==> src/rtl/dma_chain_pkg.sv <==
package dma_chain_pkg;
    parameter int WORD_W    = 32;
    parameter int LEN_W     = 13;
    parameter int BUF_BYTES = 32;
    localparam int IDX_W    = $clog2(BUF_BYTES);
    localparam int BOFF_W   = IDX_W + 2;

    localparam int C_INC_SRC  = 31;
    localparam int C_INC_DST  = 30;
    localparam int C_PACE_SRC = 29;
    localparam int C_PACE_DST = 28;
    localparam int C_START_IE = 22;
    localparam int C_END_IE   = 21;

    typedef enum logic [2:0] {
        ST_IDLE, ST_FETCH_A, ST_FETCH_D, ST_CHECK,
        ST_RD_A, ST_RD_D, ST_WR, ST_DECIDE
    } eng_st_e;

    typedef struct packed {
        eng_st_e                       st;
        logic                          direct;
        logic [WORD_W-1:0]             link;
        logic [WORD_W-1:0]             src;
        logic [WORD_W-1:0]             dst;
        logic [WORD_W-1:0]             cmd;
        logic [WORD_W-1:0]             faddr;
        logic [1:0]                    widx;
        logic [BOFF_W-1:0]             boff;
        logic [BOFF_W-1:0]             bbytes;
        logic                          burst;
        logic [BUF_BYTES-1:0][7:0]     bbuf;
        logic                          ev_s;
        logic                          ev_e;
        logic                          ev_r;
        logic                          ev_p;
    } eng_ctx_t;
endpackage

==> src/rtl/dma_cmd_decode.sv <==
module dma_cmd_decode
    import dma_chain_pkg::*;
(
    input  logic [WORD_W-1:0] cmd,
    output logic [2:0]        ebytes,
    output logic [BOFF_W-1:0] burst_cap,
    output logic              paced,
    output logic              inc_s,
    output logic              inc_d,
    output logic [LEN_W-1:0]  len
);
    always_comb begin
        unique case (cmd[15:14])
            2'd2:    ebytes = 3'd2;
            2'd3:    ebytes = 3'd4;
            default: ebytes = 3'd1;
        endcase
        burst_cap = BOFF_W'(4) << cmd[17:16];
        paced     = cmd[C_PACE_SRC] | cmd[C_PACE_DST];
        inc_s     = cmd[C_INC_SRC];
        inc_d     = cmd[C_INC_DST];
        len       = cmd[LEN_W-1:0];
    end
endmodule

==> src/rtl/dma_lane_unit.sv <==
module dma_lane_unit
    import dma_chain_pkg::*;
(
    input  logic [2:0]        ebytes,
    input  logic [1:0]        rd_lo,
    input  logic [WORD_W-1:0] rdata,
    output logic [WORD_W-1:0] elem_rd,
    input  logic [1:0]        wr_lo,
    input  logic [WORD_W-1:0] elem_wr,
    output logic [WORD_W-1:0] wdata,
    output logic [3:0]        be
);
    logic [3:0]        lane_m;
    logic [WORD_W-1:0] bit_m;

    always_comb begin
        unique case (ebytes)
            3'd4:    lane_m = 4'hF;
            3'd2:    lane_m = 4'h3;
            default: lane_m = 4'h1;
        endcase
        for (int k = 0; k < 4; k++) begin
            bit_m[8*k +: 8] = {8{lane_m[k]}};
        end
        elem_rd = (rdata >> {rd_lo, 3'b000}) & bit_m;
        wdata   = (elem_wr & bit_m) << {wr_lo, 3'b000};
        be      = lane_m << wr_lo;
    end
endmodule

==> src/rtl/dma_chain_engine.sv <==
module dma_chain_engine
    import dma_chain_pkg::*;
(
    input  logic              clk,
    input  logic              rst_n,
    input  logic              start,
    input  logic              direct_mode,
    input  logic [31:0]       cfg_next,
    input  logic [31:0]       cfg_src,
    input  logic [31:0]       cfg_dst,
    input  logic [31:0]       cfg_cmd,
    input  logic              cmp_status,
    input  logic              eor_stop_en,
    input  logic              eor_jump_en,
    input  logic              dreq,
    output logic              mem_rd,
    output logic              mem_wr,
    output logic [31:0]       mem_addr,
    output logic [31:0]       mem_wdata,
    output logic [3:0]        mem_be,
    input  logic [31:0]       mem_rdata,
    output logic              busy,
    output logic [31:0]       cur_next,
    output logic [31:0]       cur_src,
    output logic [31:0]       cur_dst,
    output logic [31:0]       cur_cmd,
    output logic              ev_start,
    output logic              ev_end,
    output logic              ev_eor,
    output logic              ev_stop
);
    eng_ctx_t q, d;

    logic [2:0]        ebytes;
    logic [BOFF_W-1:0] burst_cap;
    logic              paced, inc_s, inc_d;
    logic [LEN_W-1:0]  len;
    logic [WORD_W-1:0] elem_rd, elem_wr;

    dma_cmd_decode dec_i (
        .cmd(q.cmd), .ebytes(ebytes), .burst_cap(burst_cap),
        .paced(paced), .inc_s(inc_s), .inc_d(inc_d), .len(len)
    );

    dma_lane_unit lane_i (
        .ebytes(ebytes), .rd_lo(q.src[1:0]), .rdata(mem_rdata), .elem_rd(elem_rd),
        .wr_lo(q.dst[1:0]), .elem_wr(elem_wr), .wdata(mem_wdata), .be(mem_be)
    );

    function automatic logic [31:0] desc_base(logic [31:0] lk, logic cmp);
        desc_base = {lk[31:4], 4'b0000} + ((lk[1] && cmp) ? 32'd32 : 32'd0);
    endfunction

    // gather one element from the burst buffer for the write phase
    always_comb begin
        logic [BOFF_W-1:0] ix;
        elem_wr = '0;
        for (int k = 0; k < 4; k++) begin
            ix = q.boff + BOFF_W'(k);
            if (3'(k) < ebytes && ix < BOFF_W'(BUF_BYTES)) begin
                elem_wr[8*k +: 8] = q.bbuf[ix[IDX_W-1:0]];
            end
        end
    end

    // memory port, driven from the registered state
    always_comb begin
        mem_rd   = (q.st == ST_FETCH_A) || (q.st == ST_RD_A);
        mem_wr   = (q.st == ST_WR);
        unique case (q.st)
            ST_FETCH_A: mem_addr = q.faddr + {28'd0, q.widx, 2'b00};
            ST_RD_A:    mem_addr = {q.src[31:2], 2'b00};
            ST_WR:      mem_addr = {q.dst[31:2], 2'b00};
            default:    mem_addr = '0;
        endcase
    end

    always_comb begin
        logic [BOFF_W-1:0] ix;
        logic [BOFF_W-1:0] step;
        logic              eor, fin, halt;
        d      = q;
        d.ev_s = 1'b0;
        d.ev_e = 1'b0;
        d.ev_r = 1'b0;
        d.ev_p = 1'b0;
        step   = BOFF_W'(ebytes);
        eor    = 1'b0;
        fin    = 1'b0;
        halt   = 1'b0;
        unique case (q.st)
            ST_IDLE: begin
                if (start) begin
                    d.direct = direct_mode;
                    d.link   = cfg_next;
                    d.burst  = 1'b0;
                    if (direct_mode) begin
                        d.src = cfg_src;
                        d.dst = cfg_dst;
                        d.cmd = cfg_cmd;
                        d.st  = ST_CHECK;
                    end else begin
                        d.faddr = desc_base(cfg_next, cmp_status);
                        d.widx  = 2'd0;
                        d.st    = ST_FETCH_A;
                    end
                end
            end
            ST_FETCH_A: d.st = ST_FETCH_D;
            ST_FETCH_D: begin
                unique case (q.widx)
                    2'd0: d.link = mem_rdata;
                    2'd1: d.src  = mem_rdata;
                    2'd2: d.dst  = mem_rdata;
                    default: begin
                        d.cmd = mem_rdata;
                        if (mem_rdata[C_PACE_SRC]) d.src[1:0] = 2'b00;
                        if (mem_rdata[C_PACE_DST]) d.dst[1:0] = 2'b00;
                        d.ev_s = mem_rdata[C_START_IE];
                    end
                endcase
                d.widx = q.widx + 2'd1;
                d.st   = (q.widx == 2'd3) ? ST_CHECK : ST_FETCH_A;
                d.burst = 1'b0;
            end
            ST_CHECK: begin
                if (len == '0) begin
                    d.burst = 1'b0;
                    d.st    = ST_DECIDE;
                end else if (!paced || dreq) begin
                    d.bbytes = ({{(LEN_W-BOFF_W){1'b0}}, burst_cap} < len)
                               ? burst_cap : BOFF_W'(len);
                    d.boff   = '0;
                    d.st     = ST_RD_A;
                end
            end
            ST_RD_A: d.st = ST_RD_D;
            ST_RD_D: begin
                for (int k = 0; k < 4; k++) begin
                    ix = q.boff + BOFF_W'(k);
                    if (3'(k) < ebytes && ix < BOFF_W'(BUF_BYTES)) begin
                        d.bbuf[ix[IDX_W-1:0]] = elem_rd[8*k +: 8];
                    end
                end
                if (inc_s) d.src = q.src + {29'd0, ebytes};
                if (q.boff + step >= q.bbytes) begin
                    d.boff = '0;
                    d.st   = ST_WR;
                end else begin
                    d.boff = q.boff + step;
                    d.st   = ST_RD_A;
                end
            end
            ST_WR: begin
                if (inc_d) d.dst = q.dst + {29'd0, ebytes};
                if (q.boff + step >= q.bbytes) begin
                    d.cmd[LEN_W-1:0] = len - LEN_W'(q.bbytes);
                    d.burst = 1'b1;
                    d.st    = ST_DECIDE;
                end else begin
                    d.boff = q.boff + step;
                end
            end
            default: begin
                eor  = q.burst && paced && !dreq;
                fin  = (len == '0);
                halt = (eor && eor_stop_en) ||
                       (fin && (q.direct || q.link[0] || eor_stop_en));
                d.ev_r  = eor;
                d.ev_e  = fin && q.cmd[C_END_IE];
                d.burst = 1'b0;
                if (halt) begin
                    d.ev_p = 1'b1;
                    d.st   = ST_IDLE;
                end else if (fin || (eor && eor_jump_en && !q.direct)) begin
                    d.faddr = desc_base(q.link, cmp_status);
                    d.widx  = 2'd0;
                    d.st    = ST_FETCH_A;
                end else begin
                    d.st = ST_CHECK;
                end
            end
        endcase
    end

    always_ff @(posedge clk or negedge rst_n) begin
        if (!rst_n) begin
            q    <= '0;
            q.st <= ST_IDLE;
        end else begin
            q <= d;
        end
    end

    assign busy     = (q.st != ST_IDLE);
    assign cur_next = q.link;
    assign cur_src  = q.src;
    assign cur_dst  = q.dst;
    assign cur_cmd  = q.cmd;
    assign ev_start = q.ev_s;
    assign ev_end   = q.ev_e;
    assign ev_eor   = q.ev_r;
    assign ev_stop  = q.ev_p;
endmodule

==> config.mk <==
export PLATFORM = sky130hd
export DESIGN_NAME = dma_chain_engine
export DESIGN_NICKNAME = d
export VERILOG_FILES = /design/src/rtl/dma_chain_pkg.sv /design/src/rtl/dma_cmd_decode.sv /design/src/rtl/dma_lane_unit.sv /design/src/rtl/dma_chain_engine.sv
export SDC_FILE = /design/constraint.sdc
export NUM_CORES = 2
export LEC_CHECK = 0
export BUFFER_PORTS_ARGS = -buffer_cell sky130_fd_sc_hd__buf_2
export CAP_MARGIN = 15
export CELL_PAD_IN_SITES_DETAIL_PLACEMENT = 1
export CELL_PAD_IN_SITES_GLOBAL_PLACEMENT = 2
export CORE_ASPECT_RATIO = 1.25
export CORE_MARGIN = 1.5
export CORE_UTILIZATION = 42
export CTS_BUF_LIST = sky130_fd_sc_hd__clkbuf_8
export CTS_CLUSTER_SIZE = 20
export DETAILED_ROUTE_END_ITERATION = 12
export PLACE_DENSITY = 0.95
export SLEW_MARGIN = 20
export SYNTH_ARGS = -nofsm -noshare
export SYNTH_HDL_FRONTEND = slang
export SYNTH_SLANG_ARGS = --single-unit
export TNS_END_PERCENT = 10
==> constraint.sdc <==
create_clock -name clk -period 12.36 [get_ports clk]
set_input_delay 0 -clock clk [delete_from_list [all_inputs] [get_ports clk]]
set_output_delay 0 -clock clk [all_outputs]
set_load 0.03 [all_outputs]
# Word-level counts from Yosys, hierarchy flattened
# Index checks and enable logic that the tools add are counted.
# totals
regBits,441
inputBits,168
output_inout_bits,203
word_cells,263
# op_classes
addsub,11
n_lt_le_gt_ge,18
n_eq_ne,34
shift,4
n_mux,82
n_bitwise,7
reduce_logical,57
# op_table
cell,n
two-way mux 256 bit,7
bitwise mux 256 bit,4
one-hot mux 32 bit (3 select lines),3
two-way mux 166 bit,1
binary-select mux 8 bit (select 5 bit),4
demux 8 bit (select 5 bit),4
two-way mux 32 bit,4
one-hot mux 32 bit (2 select lines),2
two-way mux 34 bit,3
two-way mux 8 bit,12
two-way mux 96 bit,1
adder 32 x 3 -> 32 bit,2
adder 32 x 6 -> 32 bit,2
AND 32 bit,2
two-way mux 30 bit,2
one-hot mux 13 bit (3 select lines),1
one-hot mux 19 bit (2 select lines),1
adder 32 x 4 -> 32 bit,1
left shift 32 x 5 -> 32 bit,1
right shift 32 x 5 -> 32 bit,1
less-than comparator 7 x 6 -> 1 bit (second input constant),4
two-way mux 14 bit,2
AND reduction 5 bit,5
less-than comparator 5 x 6 -> 1 bit (second input constant),4
54 further kinds,140

# Longest topological paths before layout
# depth
ltp_word,16
mapped_depth,19
depth_no_buf,16

# Cells and area by module
# From an unflattened synthesis, not the netlist that was laid out.
# hier_totals
hier_cells,4864
hier_area_um2,43126.4
# modules_own_cells
module,instances,cells_each,area_each_um2,seq_area_each_um2
dma_chain_engine,1,4669,41718.8,10935.5
dma_lane_unit,1,168,1219.9,0.0
dma_cmd_decode,1,27,187.7,0.0

# Worst setup path before layout
# No wires, ideal clock.
# synth_path
kind,reg-to-reg
startpoint,reg q[269] (netlist bit)
endpoint,reg q (netlist bit cur_cmd[5])
setup_time_ns,0.119
arrival_ns,4.362
t_required_ns,12.241
setup_slack_ns,7.880
stages_incl_launch_ff,20
path_buffers,6
period_less_slack_ns,4.480
path_cell_list,dfrtp_1 buf_4 buf_6 buf_2 buf_2 inv_1 clkbuf_1 fa_1 nor2b_1 o21ai_0 xnor2_1 ha_1 o21ai_0 nand2b_1 a21oi_1 o21ai_0 nor3b_1 clkbuf_1 o211ai_1 o21a_1
# synth_via
elab_chain_cells,4
# synth_rtl
element,line_no,source
"start, declared",dma_chain_engine.sv:32,"eng_ctx_t q, d;"
adder 7 x 3 -> 7 bit,dma_chain_engine.sv:156,if (q.boff + step >= q.bbytes) begin
greater-or-equal comparator 7 bit,dma_chain_engine.sv:156,
inequality test 2 x 1 -> 1 bit (no line),--,
AND reduction 5 bit (no line),--,
# Every way passes these cells.
# A chain may end at the register's enable or synchronous reset.

# Final worst setup path
# layout_path
startpoint,reg q[268] (netlist bit)
endpoint,out mem_wdata[25]
# layout_via
elab_chain_cells,6
word_cells_on_any_way,25
classes_between,add/sub (3); order compare (4); shift (1); mux (12); bitwise (1); reduce/logical (4)
# layout_rtl
element,line_no,source
adder 7 x 1 -> 7 bit / adder 7 x 2 -> 7 bit (equally long branches),dma_chain_engine.sv:59,ix = q.boff + BOFF_W'(k);
binary-select mux 8 bit (select 5 bit) / less-than comparator 7 x 6 -> 1 bit (equally long branches),"dma_chain_engine.sv:61, dma_chain_engine.sv:60",
two-way mux 8 bit (implied by the code) / logical AND 1 bit (equally long branches),"dma_chain_engine.sv:61, dma_chain_engine.sv:60",
two-way mux 8 bit,dma_chain_engine.sv:60,if (3'(k) < ebytes && ix < BOFF_W'(BUF_BYTES)) begin
AND 32 bit (*),dma_lane_unit.sv:26,"wdata = (elem_wr & bit_m) << {wr_lo, 3'b000};"
left shift 32 x 5 -> 32 bit (*),dma_lane_unit.sv:26,
"end, declared",dma_chain_engine.sv:19,"output logic [31:0] mem_wdata,"
# Mark *: on every way between the ends. The rest lies on a longest branch, timed or not. The select of a mux whose other input is x is not followed.

==> metrics.yaml <==
status: "finished, violations left"
violations: "capacitance limit, slew limit"
drv_cap: 1
initial_core_util: 0.423
htree_levels: 3
grt_pass1_vias: 49254
cp.required_ns: 12.36
worst_pin_slew_ns: 1.56
firstDrtPassIters: 9
ys_warn_count: 0
post_cts_resized: 0
pin_count: 371
synth.avg_cell_area_um2: 8.72
critical_path_class: "flip-flop to output port"
remaining_drc_errors: 0
setup_tns_ns: 0
synth_most_common_cell: "nand2_1"
grt_use_met2: 0.724
drtAntennaViolNets: 0
syn-cell-area_mm2: 0.0424
cts_root_buffer: "clkbuf_8"
routed_wl_um: 257000
antenna_found_initial: 35
grt_max_degree: 129
fin_util: 0.484
dieArea_mm2: 0.103
crit_buf_inv: 4
grt_first_pass_wirelength_um: 367000
post-place-cells: 6104
fmax_mhz: 149
grt_use_total: 0.493
die_x_um: 287
coreArea_mm2: 0.100
fin_skew_ns: 0.0403
power_density_mw_per_mm2: 71.6
critPathMaxStageDelay_ns: 0.81
area_growth_pct: 14.3
cts_tree: "built"
slew_headroom: -0.0414
start_kind: "flip-flop"
cp_max_fo: 61
synth_cell_types: 101
synth.area.top_cells: "dfrtp_1 (26%), mux4_2 (12%), mux2i_1 (10%)"
yosys.area.top_type_share: 0.258
drt-initial-drc-count: 7560
hold_class: "input pin to flip-flop"
leakage_nw: 18.0
crit_arrival_ns: 6.72
clk_pin_slew_worst_paths_ns: 0.07
vdd_drop_max_mv: 0.0622
finalCritPeriodShare: 0.543
die_h_um: 358
ys_ff_latch: 437
post-place-ws_ns: 6.58
busiest_layer: "met2"
wire_per_inst_um: 39.5
gp_congestion: 1.12
nNetsFinal: 5311
met1_usage: 0.535
synthCells: 4868
cts_buffers: 82
routed_via_density: 7.64
rsz0062_at_grt: "no"
met3_usage: 0.200
slowest_stage: "buf_4"
fillCellCount: 11665
drive_above_1_share: 0.212
hpwl_um: 172000
final_hold_viol_count: 0
worstPathCellList: "buf_4, clkinv_1, ha_4, xnor2_2, buf_4, mux4_2, nor2b_1, a2111oi_0, a21oi_1, a21oi_1, mux2i_1, buf_2"
cts_sinks: 437
ys_seq_area_frac: 0.258
async_flop_share: 1.00
fp-row-count: 130
clockBufferDepth: 3
slew_viol_final: 8
fin_crit_ns: 6.72
yosysTopAreaCell: "dfrtp_1"
final-setup-viol-count: 0
crit_family: "buffers and inverters"
synth_edf_count: 0
synth_ff_type: "dfrtp_1"
io_buffers: 368
vias: 49711
fin_cells: 6507
clkLatencyLatePin_ns: 0.77
cp-end-kind: "output port"
overflow: 0
setup_slack_ns: 5.64
synth_commonest_cells: "nand2_1 (543), nor2_1 (533), dfrtp_1 (437), mux2i_1 (425), clkbuf_1 (290)"
worst register-to-register path: cells and delay by family, from the launching register on:
kind	cells	cell delay, ns
xor gates and xnor gates	1	0.23
DFF	1	0.79
and+or+nand+nor	4	2.60
AOI/OAI and AO/OA	1	0.23
buffers and inverters	3	1.46
adders and majority gates	1	0.53
cells in the final DEF, fill, tap and decap left out, drive strengths merged, types with 33 or more instances in the layout:
cell         Yosys  layout
xnor2           40      40
mux2            94      94
nand4           34      34
dlygate4sd3      0     221
clkbuf         290     116
a221oi         196     196
nand3          122     122
o211ai          41      41
nand2          550     550
a21oi          276     276
nor3            54      54
a22oi           63      63
a31oi           96      96
mux2i          425     425
inv             50      70
nor2           558     558
a211oi         154     154
and2            38      38
ha              44      44
dfrtp          437     437
o22ai          126     126
a32oi           33      33
and3            48      48
mux4           232     232
buf            278     489
xor2            41      41
o21ai          272     272
registers in the layout, summed over array words and instances, names as in the netlist:
signal    cells
cur_next     32
ev_stop       1
q           305
ev_eor        1
cur_cmd      32
ev_start      1
cur_dst      32
cur_src      32
ev_end        1
layout make-up:
cell class	instances	area, um^2	area share
sequential	437	10900	0.226
tap	1320	1650	0.0340
multi-input combinational	3813	28800	0.592
timing repair buffer	710	5060	0.104
clock buffer	116	1600	0.0329
clock inverter	33	262	0.00539
inverter	51	191	0.00394
antenna	27	67.6	0.00139
worst paths after layout:
kind | start | to | slack (ns) | depth (start not counted)
max in group asynchronous | rst_n | q[111] | 10.24 | 5
worst max register to register | q[268] | q[164] | 6.44 | 10
worst max-delay path | q[268] | mem_wdata[25] | 5.64 | 12
min in group asynchronous | rst_n | cur_cmd[20] | 0.51 | 4
worst min-delay path | mem_rdata[28] | cur_cmd[28] | 0.04 | 4
worst min register to register | q[262] | q[262] | 0.49 | 2
kinds of logic (layout without fill, tap and decap cells):
| kind of cell | count (synthesis) | after routing | share of synthesized area |
|---|---|---|---|
| DFF | 437 | 437 | 0.258 |
| AOI/OAI and AO/OA | 1393 | 1393 | 0.220 |
| muxes | 751 | 751 | 0.248 |
| xor gates and xnor gates | 81 | 81 | 0.0172 |
| adders and majority gates | 48 | 48 | 0.0149 |
| other | 1 | 29 | 0.0000883 |
| buffers and inverters | 619 | 910 | 0.0735 |
| and+or+nand+nor | 1538 | 1538 | 0.168 |
what timing repair did:
action	4_1_cts	5_1_grt
setup buffers	0	0
hold buffers	222	0
endpoints found under the hold margin	259	0
report_power, final:
group | total, mW | internal (mW) | leakage, nW | switching (mW)
Sequential | 1.46 | 1.44 | 5.20 | 0.0229
Combinational | 0.332 | 0.120 | 11.7 | 0.212
Clock | 1.68 | 0.914 | 1.03 | 0.766
metrics by stage:
stage	instance area [um^2]	power, mW	hold slack (ns)
floorplan	42500	1.58	-0.296
detailed placement	44300	1.74	0.0852
global route	48500	3.54	0.0119
CTS	48400	3.43	0.000424
finish	48500	3.47	0.0412
global placement	44200	1.74	0.0915
per-layer routing:
| metal | up-vias | part of all wire |
|---|---|---|
| li1 | 18833 | - |
| met1 | 24355 | 0.32 |
| met2 | 4768 | 0.42 |
| met3 | 1735 | 0.14 |
| met4 | 20 | 0.12 |
| met5 | - | 0.00087 |
Power figures use the tool's default switching activity.
